[config.mk]
export PLATFORM = sky130hd
export DESIGN_NAME = irq_agg_top
export DESIGN_NICKNAME = d
export VERILOG_FILES = /design/src/rtl/irq_agg_pkg.sv /design/src/rtl/irq_agg_ctrl.sv /design/src/rtl/irq_agg_dp.sv /design/src/rtl/irq_agg_top.sv
export SDC_FILE = /design/constraint.sdc
export NUM_CORES = 1
export LEC_CHECK = 0
export BUFFER_PORTS_ARGS = -buffer_cell sky130_fd_sc_hd__buf_2
export CORE_UTILIZATION = 47
export CTS_BUF_LIST = sky130_fd_sc_hd__clkbuf_8
export CTS_CLUSTER_DIAMETER = 120
export CTS_CLUSTER_SIZE = 40
export DETAILED_ROUTE_END_ITERATION = 8
export PLACE_DENSITY = 0.84
export SYNTH_ARGS = -nofsm -noshare
export SYNTH_HDL_FRONTEND = slang
export SYNTH_SLANG_ARGS = --single-unit
[constraint.sdc]
create_clock -name clk -period 1.61 [get_ports clk]
set_clock_uncertainty 0.05 [all_clocks]
set_input_delay 0.322 -clock clk [delete_from_list [all_inputs] [get_ports clk]]
set_output_delay 0.322 -clock clk [all_outputs]
set_load 0.02 [all_outputs]
[src/rtl/irq_agg_pkg.sv]
package irq_agg_pkg;
  typedef struct packed {
    logic wrStatus;
    logic wrEnable;
    logic wrIrqCfg;
    logic wrMonCfg;
  } regStrobes_t;

  typedef enum logic [2:0] {
    RD_NONE,
    RD_STATUS,
    RD_ENABLE,
    RD_IRQCFG,
    RD_MONCFG
  } rdSel_t;
endpackage

[src/rtl/irq_agg_ctrl.sv]
module irq_agg_ctrl
  import irq_agg_pkg::*;
#(
  parameter int ADDR_W = 4,
  parameter logic [ADDR_W-1:0] STATUS_ADDR = 'h0,
  parameter logic [ADDR_W-1:0] ENABLE_ADDR = 'h1,
  parameter logic [ADDR_W-1:0] MONCFG_ADDR = 'hB,
  parameter logic [ADDR_W-1:0] IRQCFG_ADDR = 'hC
) (
  input  logic              wrEn,
  input  logic [ADDR_W-1:0] addr,
  output regStrobes_t       strobes,
  output rdSel_t            rdSel
);
  always_comb begin
    rdSel = RD_NONE;
    unique case (addr)
      STATUS_ADDR: rdSel = RD_STATUS;
      ENABLE_ADDR: rdSel = RD_ENABLE;
      MONCFG_ADDR: rdSel = RD_MONCFG;
      IRQCFG_ADDR: rdSel = RD_IRQCFG;
      default:     rdSel = RD_NONE;
    endcase
  end

  always_comb begin
    strobes          = '0;
    strobes.wrStatus = wrEn && (rdSel == RD_STATUS);
    strobes.wrEnable = wrEn && (rdSel == RD_ENABLE);
    strobes.wrMonCfg = wrEn && (rdSel == RD_MONCFG);
    strobes.wrIrqCfg = wrEn && (rdSel == RD_IRQCFG);
  end
endmodule

[src/rtl/irq_agg_dp.sv]
module irq_agg_dp
  import irq_agg_pkg::*;
#(
  parameter int NUM_SRC = 4,
  parameter int DATA_W  = 8
) (
  input  logic               clk,
  input  logic               rstN,
  input  logic [NUM_SRC-1:0] evtPulse,
  input  logic [DATA_W-1:0]  wrData,
  input  regStrobes_t        strobes,
  input  rdSel_t             rdSel,
  output logic [DATA_W-1:0]  rdData,
  output logic [NUM_SRC-1:0] statusQ,
  output logic [NUM_SRC-1:0] enableQ,
  output logic               irqActive,
  output logic               cfgPol,
  output logic               cfgHz,
  output logic               cfgRoute
);
  localparam int POL_BIT   = 0;
  localparam int HZ_BIT    = 1;
  localparam int ROUTE_BIT = 0;

  logic unusedWrBits;
  assign unusedWrBits = ^wrData;

  for (genvar i = 0; i < NUM_SRC; i++) begin : g_status
    logic clrHit;
    assign clrHit = strobes.wrStatus && wrData[i];
    always_ff @(posedge clk or negedge rstN) begin
      if (!rstN)            statusQ[i] <= 1'b0;
      else if (evtPulse[i]) statusQ[i] <= 1'b1;
      else if (clrHit)      statusQ[i] <= 1'b0;
    end
  end

  always_ff @(posedge clk or negedge rstN) begin
    if (!rstN) begin
      enableQ  <= '0;
      cfgPol   <= 1'b0;
      cfgHz    <= 1'b0;
      cfgRoute <= 1'b0;
    end else begin
      if (strobes.wrEnable) enableQ <= wrData[NUM_SRC-1:0];
      if (strobes.wrIrqCfg) begin
        cfgPol <= wrData[POL_BIT];
        cfgHz  <= wrData[HZ_BIT];
      end
      if (strobes.wrMonCfg) cfgRoute <= wrData[ROUTE_BIT];
    end
  end

  assign irqActive = |(statusQ & enableQ);

  always_comb begin
    rdData = '0;
    unique case (rdSel)
      RD_STATUS: rdData = DATA_W'(statusQ);
      RD_ENABLE: rdData = DATA_W'(enableQ);
      RD_IRQCFG: begin
        rdData[POL_BIT] = cfgPol;
        rdData[HZ_BIT]  = cfgHz;
      end
      RD_MONCFG: rdData[ROUTE_BIT] = cfgRoute;
      default:   rdData = '0;
    endcase
  end
endmodule

[src/rtl/irq_agg_top.sv]
module irq_agg_top
  import irq_agg_pkg::*;
#(
  parameter int NUM_SRC     = 4,
  parameter int ADDR_W      = 4,
  parameter int DATA_W      = 8,
  parameter int LOSS_SRC    = 1
) (
  input  logic               clk,
  input  logic               rstN,
  input  logic [NUM_SRC-1:0] evtPulse,
  input  logic               wrEn,
  input  logic [ADDR_W-1:0]  addr,
  input  logic [DATA_W-1:0]  wrData,
  output logic [DATA_W-1:0]  rdData,
  output logic               irqPin,
  output logic               irqOe,
  output logic               testFlag
);
  regStrobes_t        strobes;
  rdSel_t             rdSel;
  logic [NUM_SRC-1:0] statusQ;
  logic [NUM_SRC-1:0] enableQ;
  logic               irqActive;
  logic               cfgPol;
  logic               cfgHz;
  logic               cfgRoute;

  irq_agg_ctrl #(.ADDR_W(ADDR_W)) u_ctrl (
    .wrEn(wrEn), .addr(addr), .strobes(strobes), .rdSel(rdSel)
  );

  irq_agg_dp #(.NUM_SRC(NUM_SRC), .DATA_W(DATA_W)) u_dp (
    .clk(clk), .rstN(rstN), .evtPulse(evtPulse), .wrData(wrData),
    .strobes(strobes), .rdSel(rdSel), .rdData(rdData),
    .statusQ(statusQ), .enableQ(enableQ), .irqActive(irqActive),
    .cfgPol(cfgPol), .cfgHz(cfgHz), .cfgRoute(cfgRoute)
  );

  assign irqPin   = cfgPol ? irqActive : ~irqActive;
  assign irqOe    = cfgHz ? irqActive : 1'b1;
  assign testFlag = cfgRoute & statusQ[LOSS_SRC];
endmodule

After elaboration in Yosys (flattened, before gate mapping)
Cells that the tools add are included.
{ "totals": {"register_bits": 11, "latchBits": 0, "mem_bits_rw": 0, "mem_bits_ro": 0, "input_bits": 19, "out_inout_bits": 11, "wordCells": 46, "n_memories": 0} }
{ "op_classes": {"add_sub_neg": 0, "n_mul": 0, "div_mod_pow": 0, "magnitude_cmp": 0, "eq_ne": 7, "shift": 0, "muxes": 14, "n_bitwise": 3, "n_reduce_logical": 14} }
{ "ops": {"columns": ["op", "n"], "rows": [
  ["$pmux 3 s4", 1],
  ["$mux 1", 10],
  ["$eq 4x4->1 const B", 2],
  ["$logic_and 1x1->1", 8],
  ["$reduce_bool 2->1", 4],
  ["$eq 3x2->1 const B", 2],
  ["$and 4x4->4", 1],
  ["$eq 4x1->1 const B", 1],
  ["$logic_not 4->1", 1],
  ["$pmux 1 s4", 1],
  ["$pmux 2 s2", 1],
  ["$reduce_or 4->1", 1],
  ["$eq 3x1->1 const B", 1],
  ["$eq 3x3->1 const B", 1],
  ["$pmux 1 s3", 1],
  ["$and 1x1->1", 1],
  ["$not 1->1", 1]
]} }

Depth between registers and ports, before layout
{ "depth": {"depth_word": 7, "mapped_depth": 4, "ltp_nobuf": 3} }

Modules after synthesis
Synthesis repeated with hierarchy kept, for this count alone.
{ "hier_totals": {"cells_unflattened": 64, "hier_area_um2": 679.4} }
{ "modules_own_cells": {"columns": ["mod", "n_inst", "cells_each", "area_per_inst_um2", "seq_area_each_um2"], "rows": [
  ["irq_agg_dp", 1, 49, 570.5, 275.3],
  ["irq_agg_ctrl", 1, 12, 87.6, 0.0],
  ["irq_agg_top", 1, 3, 21.3, 0.0]
]} }

Least setup slack after synthesis
Ideal clock, no wire load.
{ "synth_path": {"path_kind": "flip-flop to output port", "from": "register u_dp.statusQ[0]", "to": "output irqPin", "arrival_time_ns": 1.277, "required_ns": 1.238, "slack_ns": -0.039, "path_stages_with_launch": 4, "path_buffers": 0, "cell_sequence": "dfrtp_1 > a22o_1 > a221oi_1 > xor2_1"} }
{ "synth_via": {"elab_chain_cells": 4} }
{ "synth_lines": {"columns": ["element", "line_no", "text"], "rows": [
  ["from (decl)", "irq_agg_dp.sv:14", "output logic [NUM_SRC-1:0] statusQ,"],
  ["from (signal, indexed assignment)", "irq_agg_dp.sv:32", "if (!rstN) statusQ[i] <= 1'b0;"],
  ["from (signal, indexed assignment)", "irq_agg_dp.sv:33", "else if (evtPulse[i]) statusQ[i] <= 1'b1;"],
  ["from (signal, indexed assignment)", "irq_agg_dp.sv:34", "else if (clrHit) statusQ[i] <= 1'b0;"],
  ["$and 4x4->4 *", "irq_agg_dp.sv:54", "assign irqActive = |(statusQ & enableQ);"],
  ["$reduce_or 4->1 *", "irq_agg_dp.sv:54", null],
  ["$not 1->1", "irq_agg_top.sv:40", "assign irqPin = cfgPol ? irqActive : ~irqActive;"],
  ["$mux 1 *", "irq_agg_top.sv:40", null],
  ["to (decl)", "irq_agg_top.sv:16", "output logic irqPin,"]
]} }
Every way passes the cells marked *; elsewhere a longest branch is shown, timed or not.

Final worst setup path
Same ends and word-level chain as after synthesis.

==> metrics.log <==
INFO  metric status = finished with violations
INFO  metric violations = setup timing
INFO  metric cts_max_path_buffers = 2
INFO  metric cts-htree-levels = 1
INFO  metric antenna_found_initial = 0
INFO  metric ff2ff_path_depth = 3
INFO  metric cp.required = between 1000 and 1500 ps
INFO  metric hold_start = evtPulse[0]
INFO  metric placement.setup.worst_slack = 29.9 ps
INFO  metric buffer_cell_driving_the_clock_tree_root = sky130_fd_sc_hd__clkbuf_8
INFO  metric hold_path_end = u_dp.statusQ[0]
INFO  metric grt_pass1_wl = 2200 um
INFO  metric route.detailed.vias_per_inst = 5.55
INFO  metric final-max-slew-violation-count = 0
INFO  metric placed_cells_incl_taps = 97
INFO  metric ys_ff_latch = 11
INFO  metric fraction_of_layout_cells_with_a_size_suffix_above_1 = 0.556
INFO  metric min_period_over_period = 1.14
INFO  metric drt_iter0_drc = 11
INFO  metric num_rows = 13
INFO  metric post_synth.cell_area_avg = approximately 12 um2
INFO  metric finish.net_count = 110
INFO  metric netlist-cell-type-count = 26
INFO  metric hold_ws = 210 ps
INFO  metric area.growth.synth_to_final = 38.2%
INFO  metric cts-buffers-inserted = 3
INFO  metric finish.utilization = 0.705
INFO  metric powerDensity = 976 nW/um2
INFO  metric globalplace.congestion = approximately 0.76
INFO  metric grt_start_max_net_pins = 12
INFO  metric synth.top_cell.area_share = 0.410
INFO  metric ys_seq_area_frac = 0.410
INFO  metric die_h = 39.8 um
INFO  metric fmax = about 550 MHz
INFO  metric routed-via-count = approximately 580
INFO  metric hpwl = 1170 um
INFO  metric endpoint_kind = primary output
INFO  metric numClockSinks = 11
INFO  metric detail_route.wl_per_cell = 14.9 um
INFO  metric final-setup-viol-count = 3
INFO  metric synth.largest_area_cell = sky130_fd_sc_hd__dfrtp_1
INFO  metric clk_pin_slew_worst_paths = about 50 ps
INFO  metric timing.final.ws_setup = -219 ps
INFO  metric vdd_ir_drop_max = 0.000736 V
INFO  metric route.final.wire_length = around 1600 um
INFO  metric max_cap_viol_count = 0
INFO  metric finish.cell_count_without_fillers = 105
INFO  metric clk-insertion-delay-late = between 200 and 250 ps
INFO  metric finalHoldViolCount = 0
INFO  metric i_o_pin_count = 30
INFO  metric start_util = 0.510
INFO  metric timing.hold.worst_path_depth = 2
INFO  metric drt_first_pass_iters = 5
INFO  metric cts_tree = built
INFO  metric yosys_warnings = 0
INFO  metric critical_path.max_fanout = 2
INFO  metric antennaDiodeCount = 0
INFO  metric postRouteAntennaNets = 0
INFO  metric num-fill-cells = 108
INFO  metric path_class = register to primary output
INFO  metric r2r_end = u_dp.statusQ[1]
INFO  metric worst_setup_path_start_kind = register
INFO  metric port_buffers = 21
INFO  metric multiInputGateArea = 385 um2
INFO  metric timing.hold.worst.class = input pin to register
INFO  metric final.min_clock_period = 1830 ps
INFO  metric first_global_vias = 498
INFO  metric die-width = 39.8 um
INFO  metric worst-r2r-setup-slack = 660 ps
INFO  metric globalRouteOverflowTotal = 0
INFO  metric core = 1320 um2
INFO  metric die_area = 1580 um2
INFO  metric p_leak = 0.449 nW
INFO  metric track_usage = 0.219
INFO  metric netlist_instances = 57
INFO  metric remaining_drc_errors = 0
INFO  metric ys_top_cells_by_area = sky130_fd_sc_hd__dfrtp_1, sky130_fd_sc_hd__mux2_4, sky130_fd_sc_hd__mux2_2, sky130_fd_sc_hd__mux2i_1, sky130_fd_sc_hd__a21o_1
INFO  metric rsz0062_at_grt = true
INFO  metric area.sequential = 275 um2
INFO  metric finalSetupTns = -418 ps
INFO  metric cp.arrival = 1460 ps
INFO  metric syn-cell-area = 672 um2
INFO  metric timing.rr.start = u_dp.statusQ[1]
## stage by stage
stage                     total power [mW]  instance area [um2]
after floorplan                      0.522                  689
after global placement               0.586                  817
after detailed placement             0.598                  817
after CTS                            0.903                  907
after global routing                 0.942                  928
final                                0.906                  928
## repair_timing
item / 4_1_cts / 5_1_grt
pin swaps: 3 / 2
gates resized for setup: 7 / 3
setup endpoints to repair: 4 / 4
buffers inserted: 2 / 1
hold buffers: 1 / 0
hold endpoints to repair: 11 / 0
## worst max-delay path by stage
stage / startpoint / slack (ps) / cells after the start / to
after global placement: u_dp.enableQ[0] / 50 / 4 / irqPin
after floorplan: u_dp.statusQ[0] / 40 / 3 / irqPin
after global routing: u_dp.statusQ[0] / -240 / 4 / irqPin
final: u_dp.statusQ[0] / -220 / 4 / irqPin
after detailed placement: u_dp.enableQ[0] / 30 / 4 / irqPin
after CTS: u_dp.statusQ[0] / -210 / 4 / irqPin
## sequential cells by signal (all words and copies together) (netlist names)
name	cells
u_dp.cfgPol	1
u_dp.statusQ	4
u_dp.cfgRoute	1
u_dp.cfgHz	1
u_dp.enableQ	4
## worst max-delay path: stages, from the launching register on
cell and delay (ps):
sky130_fd_sc_hd__dfrtp_1 370, sky130_fd_sc_hd__a22o_1 240, sky130_fd_sc_hd__a221oi_2 270, sky130_fd_sc_hd__xor2_1 180, sky130_fd_sc_hd__buf_4 150
## layer usage
metal	GRT usage	up-vias	routed length, um
met3	0	6	59
met5	0	-	0
li1	-	265	-
met2	0.344	23	782
met1	0.298	289	683
met4	0.129	0	39
## synthesized netlist by cell type
cell,count
sky130_fd_sc_hd__a21o_1,4
sky130_fd_sc_hd__a21oi_1,1
sky130_fd_sc_hd__a221oi_1,1
sky130_fd_sc_hd__a22o_1,1
sky130_fd_sc_hd__a31o_2,1
sky130_fd_sc_hd__and2_1,1
sky130_fd_sc_hd__and3_2,1
sky130_fd_sc_hd__buf_4,4
sky130_fd_sc_hd__buf_6,1
sky130_fd_sc_hd__conb_1,1
sky130_fd_sc_hd__dfrtp_1,11
sky130_fd_sc_hd__mux2_2,4
sky130_fd_sc_hd__mux2_4,4
sky130_fd_sc_hd__mux2i_1,3
sky130_fd_sc_hd__nand2_1,3
sky130_fd_sc_hd__nand3_1,4
sky130_fd_sc_hd__nand4_1,1
sky130_fd_sc_hd__nand4b_1,1
sky130_fd_sc_hd__nor2_1,3
sky130_fd_sc_hd__nor2_8,1
sky130_fd_sc_hd__nor2b_1,1
sky130_fd_sc_hd__nor3b_4,1
sky130_fd_sc_hd__nor4bb_1,1
sky130_fd_sc_hd__o2bb2ai_1,1
sky130_fd_sc_hd__or3_4,1
sky130_fd_sc_hd__xor2_1,1
## area by class of cell
type,instances,area share
multi-input cells,44,0.415
flip-flops and latches,11,0.296
repair buffers,31,0.220
clock buffers,3,0.0445
well taps,15,0.0202
clock inverters,1,0.00404
## logic make-up after synthesis
logic type	share of synthesized area
XOR/XNOR	0.0130
multiplexers	0.201
other	0.00558
buffers and inverters	0.0615
flip-flops	0.410
AO/OA/AOI/OAI	0.104
AND/OR/NAND/NOR	0.205
## power breakdown
part           leakage (nW)  internal, mW  total, mW  switching, mW
logic                 0.301         0.150      0.282          0.132
clock network        0.0269         0.167      0.270          0.102
registers             0.121         0.320      0.355         0.0348
## cell usage in the layout (no fill, tap or decap), drive strengths merged
master,n
or3,1
nand4,1
xor2,1
buf,30
dlygate4sd3,1
a22o,1
nand4b,1
nor2b,1
a221oi,1
nor4bb,1
a21oi,1
mux2,8
nand2,3
and2,1
dfrtp,11
nor3b,1
nand3,4
inv,1
conb,4
clkbuf,3
mux2i,3
a31o,1
nor2,4
o2bb2ai,1
and3,1
a21o,4
Note: power is estimated with default switching activity, not from simulation.
